<file path="src/rtl/dbdma_pkg.sv">
package dbdma_pkg;

    // word index (byte offset / 4) of each register
    localparam int W_MSET = 0;
    localparam int W_MCLR = 1;
    localparam int W_PADR = 2;
    localparam int W_B0ST = 3;
    localparam int W_B0CT = 4;
    localparam int W_B1ST = 5;
    localparam int W_B1CT = 6;

    // control word bit positions
    localparam int B_EN0 = 0;
    localparam int B_DN0 = 1;
    localparam int B_EN1 = 2;
    localparam int B_DN1 = 3;
    localparam int B_ACT = 4;
    localparam int B_GO  = 5;
    localparam int B_HLT = 6;
    localparam int B_IE  = 7;
    localparam int B_WLO = 9;
    localparam int B_WHI = 10;
    localparam int B_DIR = 12;
    localparam int B_END = 13;

    localparam logic [31:0] SET_MASK = 32'h000F_BFB5;
    localparam logic [31:0] CLR_MASK = 32'h000F_BFBF;

    typedef enum logic [2:0] {
        ST_HALT,
        ST_IDLE,
        ST_WAIT,
        ST_BEAT,
        ST_DONE
    } eng_state_t;

    function automatic logic [2:0] beat_bytes(input logic [1:0] w);
        if (w == 2'd0)      return 3'd1;
        else if (w == 2'd1) return 3'd2;
        else                return 3'd4;
    endfunction

endpackage

</file>
<file path="src/rtl/dbdma_regs.sv">
module dbdma_regs
    import dbdma_pkg::*;
#(
    parameter int AW  = 32,
    parameter int CW  = 16,
    parameter int RAW = 5
) (
    input  logic          clk,
    input  logic          rst_n,
    input  logic          wr_en,
    input  logic [RAW-1:0] addr,
    input  logic [31:0]   wdata,
    output logic [31:0]   rdata,
    input  logic          beat,
    input  logic          finish,
    input  logic          halted,
    output logic [31:0]   mode_o,
    output logic [AW-1:0] act_addr,
    output logic [CW-1:0] act_cnt,
    output logic          act_en,
    output logic [AW-1:0] per_addr
);
    localparam int IW   = RAW - 2;
    localparam int NBUF = 2;

    logic [IW-1:0] idx;
    logic [31:0]   mode_q, mode_d;
    logic [AW-1:0] pa_q;
    logic [AW-1:0] start_w [NBUF];
    logic [CW-1:0] cnt_w   [NBUF];
    logic          ab;
    logic [AW-1:0] step;

    assign idx  = addr[RAW-1:2];
    assign ab   = mode_q[B_ACT];
    assign step = AW'(beat_bytes(mode_q[B_WHI:B_WLO]));

    // control word: software set/clear first, completion event wins
    always_comb begin
        mode_d = mode_q;
        if (wr_en && idx == IW'(W_MSET)) mode_d = mode_d | (wdata & SET_MASK);
        if (wr_en && idx == IW'(W_MCLR)) mode_d = mode_d & ~(wdata & CLR_MASK);
        if (finish) begin
            mode_d[ab ? B_DN1 : B_DN0] = 1'b1;
            mode_d[ab ? B_EN1 : B_EN0] = 1'b0;
            mode_d[B_ACT]              = ~mode_q[B_ACT];
        end
    end

    always_ff @(posedge clk or negedge rst_n) begin
        if (!rst_n) mode_q <= '0;
        else        mode_q <= mode_d;
    end

    always_ff @(posedge clk or negedge rst_n) begin
        if (!rst_n) pa_q <= '0;
        else if (wr_en && idx == IW'(W_PADR)) pa_q <= AW'(wdata);
    end

    // one descriptor per buffer
    for (genvar b = 0; b < NBUF; b++) begin : g_buf
        localparam logic [IW-1:0] ST_IDX = IW'(W_B0ST + 2 * b);
        localparam logic [IW-1:0] CT_IDX = IW'(W_B0CT + 2 * b);
        logic [AW-1:0] st_q;
        logic [CW-1:0] ct_q;

        always_ff @(posedge clk or negedge rst_n) begin
            if (!rst_n) begin
                st_q <= '0;
                ct_q <= '0;
            end else begin
                if (beat && int'(ab) == b) begin
                    st_q <= st_q + step;
                    ct_q <= ct_q - CW'(1);
                end
                if (wr_en && idx == ST_IDX) st_q <= AW'(wdata);
                if (wr_en && idx == CT_IDX) ct_q <= wdata[CW-1:0];
            end
        end

        assign start_w[b] = st_q;
        assign cnt_w[b]   = ct_q;
    end

    always_comb begin
        rdata = '0;
        case (idx)
            IW'(W_MSET): rdata = mode_q | (32'(halted) << B_HLT);
            IW'(W_PADR): rdata = 32'(pa_q);
            IW'(W_B0ST): rdata = 32'(start_w[0]);
            IW'(W_B0CT): rdata = 32'(cnt_w[0]);
            IW'(W_B1ST): rdata = 32'(start_w[1]);
            IW'(W_B1CT): rdata = 32'(cnt_w[1]);
            default:     rdata = '0;
        endcase
    end

    assign mode_o   = mode_q;
    assign act_addr = start_w[ab];
    assign act_cnt  = cnt_w[ab];
    assign act_en   = ab ? mode_q[B_EN1] : mode_q[B_EN0];
    assign per_addr = pa_q;

endmodule

</file>
<file path="src/rtl/dbdma_engine.sv">
module dbdma_engine
    import dbdma_pkg::*;
#(
    parameter int CW = 16
) (
    input  logic          clk,
    input  logic          rst_n,
    input  logic          go,
    input  logic          act_en,
    input  logic [CW-1:0] act_cnt,
    input  logic          dev_req,
    input  logic          mem_ready,
    input  logic          dev_ready,
    output logic          xfer_valid,
    output logic          beat,
    output logic          finish,
    output logic          halted
);
    eng_state_t state_q, state_d;
    logic       hs;

    assign hs = mem_ready && dev_ready;

    always_ff @(posedge clk or negedge rst_n) begin
        if (!rst_n) state_q <= ST_HALT;
        else        state_q <= state_d;
    end

    always_comb begin
        state_d = state_q;
        unique case (state_q)
            ST_HALT: if (go) state_d = ST_IDLE;
            ST_IDLE: begin
                if (!go)                state_d = ST_HALT;
                else if (act_en)        state_d = (act_cnt == '0) ? ST_DONE : ST_WAIT;
            end
            ST_WAIT: begin
                if (!go)                                state_d = ST_HALT;
                else if (!act_en || act_cnt == '0)      state_d = ST_IDLE;
                else if (dev_req)                       state_d = ST_BEAT;
            end
            ST_BEAT: begin
                if (hs) begin
                    if (act_cnt == CW'(1)) state_d = ST_DONE;
                    else if (!go)          state_d = ST_HALT;
                    else                   state_d = ST_WAIT;
                end
            end
            ST_DONE: state_d = ST_IDLE;
            default: state_d = ST_HALT;
        endcase
    end

    always_comb begin
        xfer_valid = (state_q == ST_BEAT);
        beat       = (state_q == ST_BEAT) && hs;
        finish     = (state_q == ST_DONE);
        halted     = (state_q == ST_HALT) && !go;
    end

endmodule

</file>
<file path="src/rtl/dbdma_lanes.sv">
module dbdma_lanes #(
    parameter int DW = 32
) (
    input  logic          dir,
    input  logic          endian,
    input  logic [1:0]    width,
    input  logic [DW-1:0] dev_rdata,
    input  logic [DW-1:0] mem_rdata,
    output logic [DW-1:0] mem_wdata,
    output logic [DW-1:0] dev_wdata,
    output logic          mem_we,
    output logic          dev_we
);
    localparam int NB = DW / 8;

    logic [DW-1:0] src, moved;

    always_comb begin
        src   = dir ? mem_rdata : dev_rdata;
        moved = src;
        if (endian) begin
            case (width)
                2'd1: moved[15:0] = {src[7:0], src[15:8]};
                2'd2, 2'd3: begin
                    for (int i = 0; i < NB; i++)
                        moved[8*i +: 8] = src[8*(NB-1-i) +: 8];
                end
                default: moved = src;
            endcase
        end
        mem_wdata = dir ? '0 : moved;
        dev_wdata = dir ? moved : '0;
        mem_we    = ~dir;
        dev_we    = dir;
    end

endmodule

</file>
<file path="src/rtl/dbdma_channel.sv">
module dbdma_channel
    import dbdma_pkg::*;
#(
    parameter int AW  = 32,
    parameter int CW  = 16,
    parameter int RAW = 5
) (
    input  logic           clk,
    input  logic           rst_n,
    input  logic           reg_wr,
    input  logic [RAW-1:0] reg_addr,
    input  logic [31:0]    reg_wdata,
    output logic [31:0]    reg_rdata,
    input  logic           dev_req,
    output logic           mem_valid,
    input  logic           mem_ready,
    output logic [AW-1:0]  mem_addr,
    output logic [1:0]     mem_size,
    output logic           mem_we,
    output logic [31:0]    mem_wdata,
    input  logic [31:0]    mem_rdata,
    output logic           dev_valid,
    input  logic           dev_ready,
    output logic [AW-1:0]  dev_addr,
    output logic           dev_we,
    output logic [31:0]    dev_wdata,
    input  logic [31:0]    dev_rdata,
    output logic           irq
);
    logic [31:0]   mode_w;
    logic [AW-1:0] act_addr_w;
    logic [CW-1:0] act_cnt_w;
    logic          act_en_w;
    logic          go_w, ab_w;
    logic          beat_w, finish_w, halted_w, xfer_w;

    assign go_w = mode_w[B_GO];
    assign ab_w = mode_w[B_ACT];

    dbdma_regs #(.AW(AW), .CW(CW), .RAW(RAW)) u_regs (
        .clk      (clk),
        .rst_n    (rst_n),
        .wr_en    (reg_wr),
        .addr     (reg_addr),
        .wdata    (reg_wdata),
        .rdata    (reg_rdata),
        .beat     (beat_w),
        .finish   (finish_w),
        .halted   (halted_w),
        .mode_o   (mode_w),
        .act_addr (act_addr_w),
        .act_cnt  (act_cnt_w),
        .act_en   (act_en_w),
        .per_addr (dev_addr)
    );

    dbdma_engine #(.CW(CW)) u_eng (
        .clk        (clk),
        .rst_n      (rst_n),
        .go         (go_w),
        .act_en     (act_en_w),
        .act_cnt    (act_cnt_w),
        .dev_req    (dev_req),
        .mem_ready  (mem_ready),
        .dev_ready  (dev_ready),
        .xfer_valid (xfer_w),
        .beat       (beat_w),
        .finish     (finish_w),
        .halted     (halted_w)
    );

    dbdma_lanes #(.DW(32)) u_lanes (
        .dir       (mode_w[B_DIR]),
        .endian    (mode_w[B_END]),
        .width     (mode_w[B_WHI:B_WLO]),
        .dev_rdata (dev_rdata),
        .mem_rdata (mem_rdata),
        .mem_wdata (mem_wdata),
        .dev_wdata (dev_wdata),
        .mem_we    (mem_we),
        .dev_we    (dev_we)
    );

    assign mem_valid = xfer_w;
    assign dev_valid = xfer_w;
    assign mem_addr  = act_addr_w;
    assign mem_size  = mode_w[B_WHI:B_WLO];
    assign irq       = mode_w[B_IE] & (mode_w[B_DN0] | mode_w[B_DN1]);

endmodule

</file>
<file path="config.mk">
export PLATFORM = sky130hd
export DESIGN_NAME = dbdma_channel
export DESIGN_NICKNAME = d
export VERILOG_FILES = /design/src/rtl/dbdma_pkg.sv /design/src/rtl/dbdma_regs.sv /design/src/rtl/dbdma_engine.sv /design/src/rtl/dbdma_lanes.sv /design/src/rtl/dbdma_channel.sv
export SDC_FILE = /design/constraint.sdc
export NUM_CORES = 1
export LEC_CHECK = 0
export BUFFER_PORTS_ARGS = -buffer_cell sky130_fd_sc_hd__buf_4
export CAP_MARGIN = 20
export CORE_MARGIN = 5
export CORE_UTILIZATION = 40
export CTS_CLUSTER_SIZE = 10
export DETAILED_ROUTE_END_ITERATION = 12
export PLACE_DENSITY_LB_ADDON = 0.05
export SETUP_SLACK_MARGIN = 0.1
export SYNTH_ARGS = -nofsm -noshare
export SYNTH_HDL_FRONTEND = slang
export SYNTH_SLANG_ARGS = --single-unit
</file>
<file path="constraint.sdc">
create_clock -name clk -period 4.6 [get_ports clk]
set_clock_uncertainty 0.2 [all_clocks]
set_input_delay 0.69 -clock clk [delete_from_list [all_inputs] [get_ports clk]]
set_output_delay 0.69 -clock clk [all_outputs]
set_load 0.01 [all_outputs]
</file>
## Word-level counts from Yosys, hierarchy flattened

Index checks and enable logic that the tools add are counted.

| word-level totals | value |
|---|---|
| bits of input ports | 107 |
| output and inout port bits | 167 |
| word-level logic and storage cells | 118 |
| bits in registers | 163 |

| cells by class | value |
|---|---|
| equal/unequal tests | 18 |
| multiplexer cells | 44 |
| magnitude comparators | 5 |
| bitwise operators | 13 |
| reductions and logical operators | 27 |
| add/sub/neg operators | 4 |

Operators with widths:

| kind | count |
|---|---|
| 2-to-1 mux 32 bit | 14 |
| case mux 32 bit (6 select lines) | 1 |
| 2-to-1 mux 16 bit | 8 |
| adder 32 x 3 -> 32 bit | 2 |
| AND 32 bit | 2 |
| greater-or-equal comparator 32 x 1 -> 1 bit, second input constant | 2 |
| less-than comparator 32 x 7 -> 1 bit, second input constant | 2 |
| 2-to-1 mux 3 bit | 11 |
| NOT 20 -> 32 bit | 1 |
| NOT 32 bit | 1 |
| OR 32 x 20 -> 32 bit | 1 |
| OR 32 bit | 1 |
| OR 32 x 7 -> 32 bit | 1 |
| case mux 16 bit (2 select lines) | 1 |
| subtractor 16 x 1 -> 16 bit, second input constant | 2 |
| equality test 16 x 1 -> 1 bit, second input constant | 1 |
| logical NOT 16 bit | 1 |
| case mux 3 bit (5 select lines) | 1 |
| logical AND 1 bit | 14 |
| equality test 3 x 2 -> 1 bit, second input constant | 4 |
| equality test 3 bit, second input constant | 4 |
| demux 1 bit (select 5 bit) | 2 |
| nonzero test 2 bit | 4 |
| equality test 3 x 1 -> 1 bit, second input constant | 2 |
| 19 further kinds | 28 |

## Logic depth before layout (Yosys ltp)

Gate-level depths: netlist of the first run.

| logic depth | value |
|---|---|
| depth in word-level cells | 9 |
| gate-level depth with buffers | 12 |
| mapped depth without buffers | 8 |

## Modules after synthesis

From an unflattened synthesis of the first run, not the netlist that was laid out.

| second synthesis, totals | value |
|---|---|
| cell total of the unflattened synthesis | 1234 |
| area total of the unflattened synthesis | 10759.1 um2 |

By module, submodules not included:

| module | cells an instance | sequential area each (um2) | times used | area an instance (um2) |
|---|---|---|---|---|
| dbdma_regs | 979 | 3653.5 | 1 | 9041.2 |
| dbdma_lanes | 218 | 0.0 | 1 | 1395.1 |
| dbdma_engine | 35 | 75.1 | 1 | 307.8 |
| dbdma_channel | 2 | 0.0 | 1 | 15.0 |

## Least setup slack after synthesis of the first run

OpenSTA, ideal clock, no wires.

| timing | value |
|---|---|
| kind | register to register |
| start | register with a tool-made name |
| end | register u_regs.g_buf[0].st_q[30] |
| slack | 1.424 ns |
| setup time | 0.082 ns |
| data required time | 4.318 ns |
| buffers on the path | 4 |
| stages on the path, launching flop included | 13 |
| clock period less this slack | 3.176 ns |
| data arrival time | 2.894 ns |
| path through | dfrtp_1 > buf_2 > buf_1 > nand2b_1 > xnor2_1 > ha_1 > a21oi_1 > or2_1 > buf_2 > or3_1 > clkbuf_2 > or4_1 > a31oi_1 |

RTL lines:

| element | line | source |
|---|---|---|
| end signal: assignment | dbdma_regs.sv:73 | `st_q <= st_q + step;` |
| end signal: assignment | dbdma_regs.sv:76 | `if (wr_en && idx == ST_IDX) st_q <= AW'(wdata);` |
| end: declaration | dbdma_regs.sv:64 | `logic [AW-1:0] st_q;` |

## Worst setup path in the final report of the first run

| timing | value |
|---|---|
| start | input reg_addr[2] |
| end | output reg_rdata[24] |

| between the ends | value |
|---|---|
| longest elaborated chain between the ends | 2 |
| elaborated cells on any way between the ends | 7 |
| those cells by class | 5 x eq/ne; 1 x mux; 1 x reduce/logical |

Ends and longest elaborated chain:

| element | line | source |
|---|---|---|
| start: declaration | dbdma_channel.sv:11 | `input logic [RAW-1:0] reg_addr,` |
| equality test 3 bit (tied with other cells) | dbdma_regs.sv:87 | `case (idx)` |
| case mux 32 bit (6 select lines) (*) | dbdma_regs.sv:87 |  |
| end: declaration | dbdma_channel.sv:13 | `output logic [31:0] reg_rdata,` |

Every way passes the cells marked *; elsewhere a longest branch is shown, timed or not.

==> impl_metrics.csv, run 1 <==
group,metric,value,unit
sta,fin_crit_sh,0.7856,
global_route,met2_usage,0.4306,
sta,setup_violations,0,
sta,slew-limit-headroom,0.2464,
logic_synthesis,synthCells,1307,
global_route,track_usage,0.2640,
die,dieArea,30180,um2
sta,min_period,3.614,ns
final_layout,nFillCells,2634,
critical_path,crit_slowest_cell,"buf_4",
critical_path,path_cells,"buf_4, nor2b_1, and2_1, buf_4, nand2_1, o21ai_0, buf_4",
sta,rsz0062_at_grt,"false",
routing,vias,10840,
logic_synthesis,ys_seq_area_frac,0.3478,
critical_path,path_common_cell,"buf_4",
die,start_util,0.4023,
power,switchingPower,2441,uW
cts,path_clk_slew,0.07,ns
cts,cts_tree,"built",
cts,clk_latency,0.43,ns
cts,post_cts_buffers,0,
cts,htree_levels,4,
final_layout,syn_to_final_growth,26.67,%
power,peakVddDrop,0.2357,mV
cts,cts_buffers,17,
global_route,grt.busiest_layer,"met2",
cts,ctsHoldBuffers,0,
global_route,grt_start_max_net_pins,94,
cts,ctsResizeCount,0,
logic_synthesis,yosys-top-cells-area,"dfrtp_1 (35%), mux2_2 (9.3%), nand2_1 (7.4%)",
die,core_area,26650,um2
placement,portBuffers,271,
critical_path,arrival,2.72,ns
global_route,antenna_found_initial,0,
power,p_sw_frac,0.4054,
die,die_h,173.7,um
job,cap_violations,0,
critical_path,crit_path_end_kind,"primary output",
routing,ant_nets,0,
sta,slew_violations,0,
cts,clkSinkCount,149,
power,pwr_density_cell,443.3,nW/um2
die,io_pins,274,
routing,drcViolationCount,0,
final_layout,final_cell_mix,"buf_4 (302), nand2_1 (212), dfrtp_1 (147), a21oi_1 (111), nor2_1 (102)",
logic_synthesis,netlist.area_leader.share,0.3478,
power,clkPwrFrac,0.234,
global_route,grt_util_met3,0.04995,
logic_synthesis,yosys_warnings,0,
logic_synthesis,ys.flop_type,"dfrtp_1",
logic_synthesis,synth.distinct_cells,53,
logic_synthesis,synthesis.nets,1418,
final_layout,final_common_cell,"buf_4",
global_route,first_global_vias,10520,
cts,cts_buffer_depth,2,
routing,viasPerCell,5.786,
die,rows,60,
critical_path,crit_family,"buffers and inverters",
power,p_int,3579,uW
cts,cts_root_buffer,"clkbuf_16",
critical_path,critical_path_buf_inv_count,3,
critical_path,critPathLaunchType,"input port",
power,power_leakage,0.005678,uW
logic_synthesis,ys_seq_elements,149,
placement,dp_hpwl,29930,um
final_layout,fin_nets,1632,
power,power_frac_seq,0.350,
critical_path,path_class,"in2out",
placement,gp_congestion,0.8826,
critical_path,critical_path.max_stage_delay,0.54,ns
logic_synthesis,netlist_area,10720,um2
die,die_width,173.7,um
global_route,gr-total-overflow,0,
routing,drt-initial-drc-count,914,
power,power,6020,uW
logic_synthesis,avgSynthCellArea,8.202,um2
logic_synthesis,yosys.area.top_type,"dfrtp_1",
critical_path,required,3.71,ns
status,outcome,"completed",
routing,wire_per_inst,21.86,um
logic_synthesis,async_reset_ff_frac,1.000,
power,pwr-share-comb,0.416,
final_layout,drive_above_1_share,0.2851,
critical_path,startpoint,"reg_addr[2]",
final_layout,antenna_cells,0,
routing,drt_wl_total,40960,um
critical_path,path_max_fanout,46,
global_route,use_met1,0.3608,
sta,timing.fmax,0.2767,GHz
sta,setup_tns,0,ns
logic_synthesis,synth_edf_count,0,
worst_hold_path,hold_path.class,"in2async",
routing,first_pass_iters,5,
sta,hold_viol_final,0,
global_route,grt_pass1_wl,63250,um
sta,worst_slew_pin_slew,1.120,ns
==> path summary, 6_finish.rpt <==
kind / cells after the start / endpoint / slack [ns]
setup / recovery: 7 / reg_rdata[24] / 0.99
hold / removal: 1 / u_regs.mode_o[2] / 0.14
setup reg to reg: 9 / u_regs.g_buf[0].st_q[30] / 1.30
hold reg to reg: 2 / flip-flop / 0.33
max in group asynchronous: 2 / u_regs.g_buf[0].st_q[10] / 3.04
min in group clk: 3 / u_regs.g_buf[0].st_q[21] / 0.28
==> kinds of logic after synthesis <==
logic type,after synthesis,synth area share
AOI/OAI and AO/OA,289,0.1595
xor gates and xnor gates,85,0.06944
muxes,142,0.1441
buffers and inverters,126,0.04633
and+or+nand+nor,511,0.2271
adders and majority gates,5,0.005602
DFF,149,0.3478
==> worst reg2reg max path, delay by kind of cell, from the launching register on <==
kind | cells | cell delay (ns)
compound gates | 2 | 0.27
xor+xnor | 1 | 0.17
fa+ha+maj | 1 | 0.22
buf+inv | 1 | 0.29
flops | 1 | 0.33
simple gates | 4 | 1.76
==> area by class of cell <==
type | instances | area (um2) | share of cell area
multi-input cells | 1032 | 6495 | 0.4783
clock inverters | 13 | 141.4 | 0.01041
well taps | 341 | 426.7 | 0.03142
flip-flops and latches | 149 | 3731 | 0.2748
repair buffers | 303 | 2278 | 0.1678
inverters | 18 | 67.56 | 0.004976
clock buffers | 18 | 439.2 | 0.03234
==> metal layers <==
| layer | vias to the layer above | part of all wire |
|---|---|---|
| met4 | 0 | 0.023 |
| met2 | 413 | 0.47 |
| met1 | 5265 | 0.44 |
| met3 | 56 | 0.067 |
| li1 | 5109 | - |
| met5 | - | 0 |
==> per-stage QoR <==
step	cells	instance area, um2	setup WS (ns)	hold WS (ns)	util
finish	1874	13580	0.9862	0.1409	0.5095
global route	1874	13580	0.9041	0.2033	0.5095
CTS	1874	13580	1.031	0.2018	0.5095
detailed placement	1843	13000	1.028	0.3217	0.4877
global placement	1843	13000	1.048	0.3073	0.4877
floorplan	1307	10720	1.424	0.1944	-
==> state kept, by name (all words and copies together) (netlist names), named ones only <==
register and flops:
u_eng.state_q 3, u_regs.g_buf.ct_q 32, u_regs.g_buf.st_q 64, u_regs.mode_o 4, u_regs.per_addr 32
==> power by group through the flow <==
stage	clock, uW	sequential (uW)	combinational, uW
after floorplan	0	1910	1520
after global placement	0	2110	2480
after detailed placement	0	2120	2500
after CTS	1430	2100	2510
after global routing	1480	2160	2730
final	1410	2110	2510
==> Yosys cell counts (all sizes together), types with 2 or more instances <==
library cell / n
or4: 15
a21oi: 111
or3: 10
xor2: 19
clkbuf: 84
o22ai: 7
or2: 9
a211oi: 5
xnor2: 66
nor4b: 3
nand3: 29
o21ai: 91
nand2: 212
and2: 11
nor2: 102
a32oi: 2
and3: 12
mux2: 89
o31a: 2
o221ai: 21
nand3b: 5
buf: 24
o22a: 17
nor2b: 6
a221oi: 10
clkinv: 2
nor3b: 4
nor3: 18
and4: 7
dfrtp: 149
inv: 16
mux2i: 52
a31oi: 11
nand4: 21
ha: 4
nand2b: 3
o21a: 2
o31ai: 5
nor4: 42
Note: power is estimated with default switching activity, not from simulation.
==> run 2: changes to the inputs <==
Settings changed: ABC_AREA from default to 1.
Clock period 4.6 ns to 3.2 ns, I/O delays scaled along.
==> impl_metrics.csv, run 2 <==
group,metric,value,unit
logic_synthesis,synthCells,1682,
final_layout,final_cell_area,14300,um2
placement,dp_hpwl,39210,um
sta,timing.fmax,0.3344,GHz
critical_path,arrival,2.31,ns
final_layout,fin_nets,2030,
logic_synthesis,synthesis.nets,1793,
cts,cts_root_buffer,"clkbuf_16",
power,power_frac_seq,0.319,
status,outcome,"completed",
final_layout,final_cell_mix,"nand2_1 (494), buf_4 (286), nor2_1 (186), inv_1 (176), dfrtp_1 (147)",
placement,placement.cell_area,13650,um2
logic_synthesis,ys.flop_type,"dfrtp_1",
logic_synthesis,yosys.area.top_type,"dfrtp_1",
final_layout,final_common_cell,"nand2_1",
sta,setup_ws,0.2094,ns
critical_path,path_class,"reg2out",
final_layout,regMostFlops,"u_regs.g_buf.st_q",
routing,drt-initial-drc-count,1652,
final_layout,drive_above_1_share,0.2046,
cts,cts_tree,"built",
logic_synthesis,ys_seq_elements,149,
sta,rsz0062_at_grt,"true",
logic_synthesis,yosys.cell_count.top_type,"nand2_1",
critical_path,critPathLaunchType,"flip-flop",
power,power_leakage,0.006871,uW
power,switchingPower,5191,uW
logic_synthesis,synth.distinct_cells,58,
logic_synthesis,synth_edf_count,0,
sta,hold_viol_final,0,
critical_path,crit_path_end_kind,"primary output",
power,clkPwrFrac,0.202,
die,dieArea,31780,um2
die,start_util,0.4065,
global_route,track_usage,0.3132,
power,pwr_density_cell,771.0,nW/um2
routing,drt_wl_total,51120,um
final_layout,antenna_cells,0,
job,cap_violations,0,
routing,first_pass_iters,5,
logic_synthesis,netlist_area,11320,um2
die,core_area,27860,um2
cts,cts_buffer_depth,2,
cts,htree_levels,4,
sta,min_period,2.991,ns
sta,setup_tns,0,ns
final_layout,largest_reg_flops,64,
routing,wire_per_inst,22.14,um
die,rows,61,
global_route,first_global_vias,12050,
power,pwr-share-comb,0.480,
power,p_sw_frac,0.4710,
die,die_width,178.3,um
placement,portBuffers,271,
final_layout,syn_to_final_growth,26.24,%
sta,slew-limit-headroom,0.3982,
worst_hold_path,hold_path.class,"in2reg",
placement,gp_congestion,0.9772,
global_route,grt_pass1_wl,75290,um
routing,ant_nets,0,
critical_path,path_max_fanout,9,
cts,clk_latency,0.44,ns
logic_synthesis,netlist.area_leader.share,0.3292,
routing,drcViolationCount,0,
global_route,grt_start_max_net_pins,66,
power,p_int,5831,uW
cts,path_clk_slew,0.08,ns
sta,fin_crit_sh,0.9346,
die,die_h,178.3,um
sta,setup_violations,0,
routing,vias,13070,
logic_synthesis,synth_common_cells,"nand2_1 (494), nor2_1 (186), inv_1 (176)",
cts,clkSinkCount,149,
placement,place_ws,0.5234,ns
logic_synthesis,yosys-top-cells-area,"dfrtp_1 (33%), nand2_1 (16%), nor2_1 (6.2%)",
global_route,gr-total-overflow,0,
global_route,antenna_found_initial,2,
critical_path,required,2.52,ns
logic_synthesis,async_reset_ff_frac,1.000,
routing,viasPerCell,5.659,
logic_synthesis,yosys_warnings,0,
logic_synthesis,ys_seq_area_frac,0.3292,
logic_synthesis,avgSynthCellArea,6.733,um2
die,io_pins,274,
power,peakVddDrop,0.3864,mV
sta,worst_slew_pin_slew,0.8960,ns
cts,cts_buffers,17,
sta,slew_violations,0,
run 2: cell count changes in the layout (fill, tap and decap cells not counted), moves of 19 or more:
cell / previous run / this run
o22ai_1: 7 / 36
mux2i_1: 52 / 7
o21ai_0: 91 / 116
inv_2: 0 / 21
o211ai_1: 0 / 19
nor2_1: 102 / 186
nand2_1: 212 / 494
nand3_1: 29 / 96
o221ai_1: 21 / 44
mux2_2: 89 / 0
nor4_1: 42 / 0
inv_1: 16 / 176
a21oi_1: 111 / 27
xnor2_1: 66 / 4
run 2: per-layer routing:
metal  vias up  GRT usage  wire length, um
li1       6092          -                -
met1      6259     0.4455            21880
met2       640     0.4833            22700
met3        73    0.08118             5416
met4         2    0.06524             1122
met5         -          0               13
run 2: cell families (layout without fill, tap and decap cells):
kind of cell,count (synthesis),in the layout,synth area share
AND/OR/NAND/NOR,879,879,0.3360
AO/OA/AOI/OAI,323,323,0.1873
buffers and inverters,278,527,0.1022
flip-flops,149,149,0.3292
XOR/XNOR,38,38,0.02939
multiplexers,11,11,0.01149
adder cells (fa/ha/maj),4,4,0.004420
run 2: per-stage QoR:
stage	std cells	utilization	total power [uW]	hold slack (ns)
2_1_floorplan	1682	-	6322	-0.01559
3_5_place_dp	2277	0.4901	8694	0.3046
4_1_cts	2309	0.5126	10920	0.01704
6_report	2309	0.5132	11020	0.02177
5_1_grt	2309	0.5132	11700	0.02251
3_3_place_gp	2277	0.4901	8652	0.2922
run 2: what timing repair did:
action	4_1_cts	5_1_grt
gates cloned	0	0
endpoints found under the setup margin	2	8
buffers inserted	0	0
hold endpoints to repair	56	0
hold buffers	1	0
gates resized for setup	1	3
run 2: worst paths after layout:
path | to | from | cells after the start | slack [ns]
worst max-delay path | mem_wdata[4] | flip-flop | 8 | 0.21
worst min-delay path | flip-flop | reg_wdata[18] | 2 | 0.02
worst max register to register | u_regs.g_buf[1].st_q[26] | flip-flop | 13 | 0.46
worst min register to register | u_regs.per_addr[6] | u_regs.per_addr[6] | 2 | 0.32
max in group asynchronous | async pin | rst_n | 3 | 1.68
min in group asynchronous | u_regs.g_buf[0].st_q[19] | rst_n | 2 | 0.38
run 2: worst max-delay path, cell delays in order (launching register included):
cell and delay [ns]:
dfrtp_1 0.46, inv_2 0.10, nor2_2 0.15, inv_1 0.16, nor2_4 0.23, clkinv_2 0.22
o221ai_1 0.33, nor2_1 0.07, buf_4 0.16
run 2: area by class of cell:
| class | instances | area [um2] |
|---|---|---|
| fillers | 2878 | 13560 |
| inverters | 204 | 778.2 |
| clock inverters | 14 | 190.2 |
| well taps | 378 | 473.0 |
| flip-flops and latches | 149 | 3731 |
| clock buffers | 17 | 425.4 |
| repair buffers | 292 | 2248 |
| multi-input cells | 1255 | 6450 |
run 2: power groups by stage:
stage	sequential [uW]	clock, uW	combinational, uW
2_1_floorplan	3110	0	3220
3_3_place_gp	3470	0	5180
3_5_place_dp	3480	0	5220
4_1_cts	3450	2230	5240
5_1_grt	3580	2310	5810
6_report	3510	2220	5290
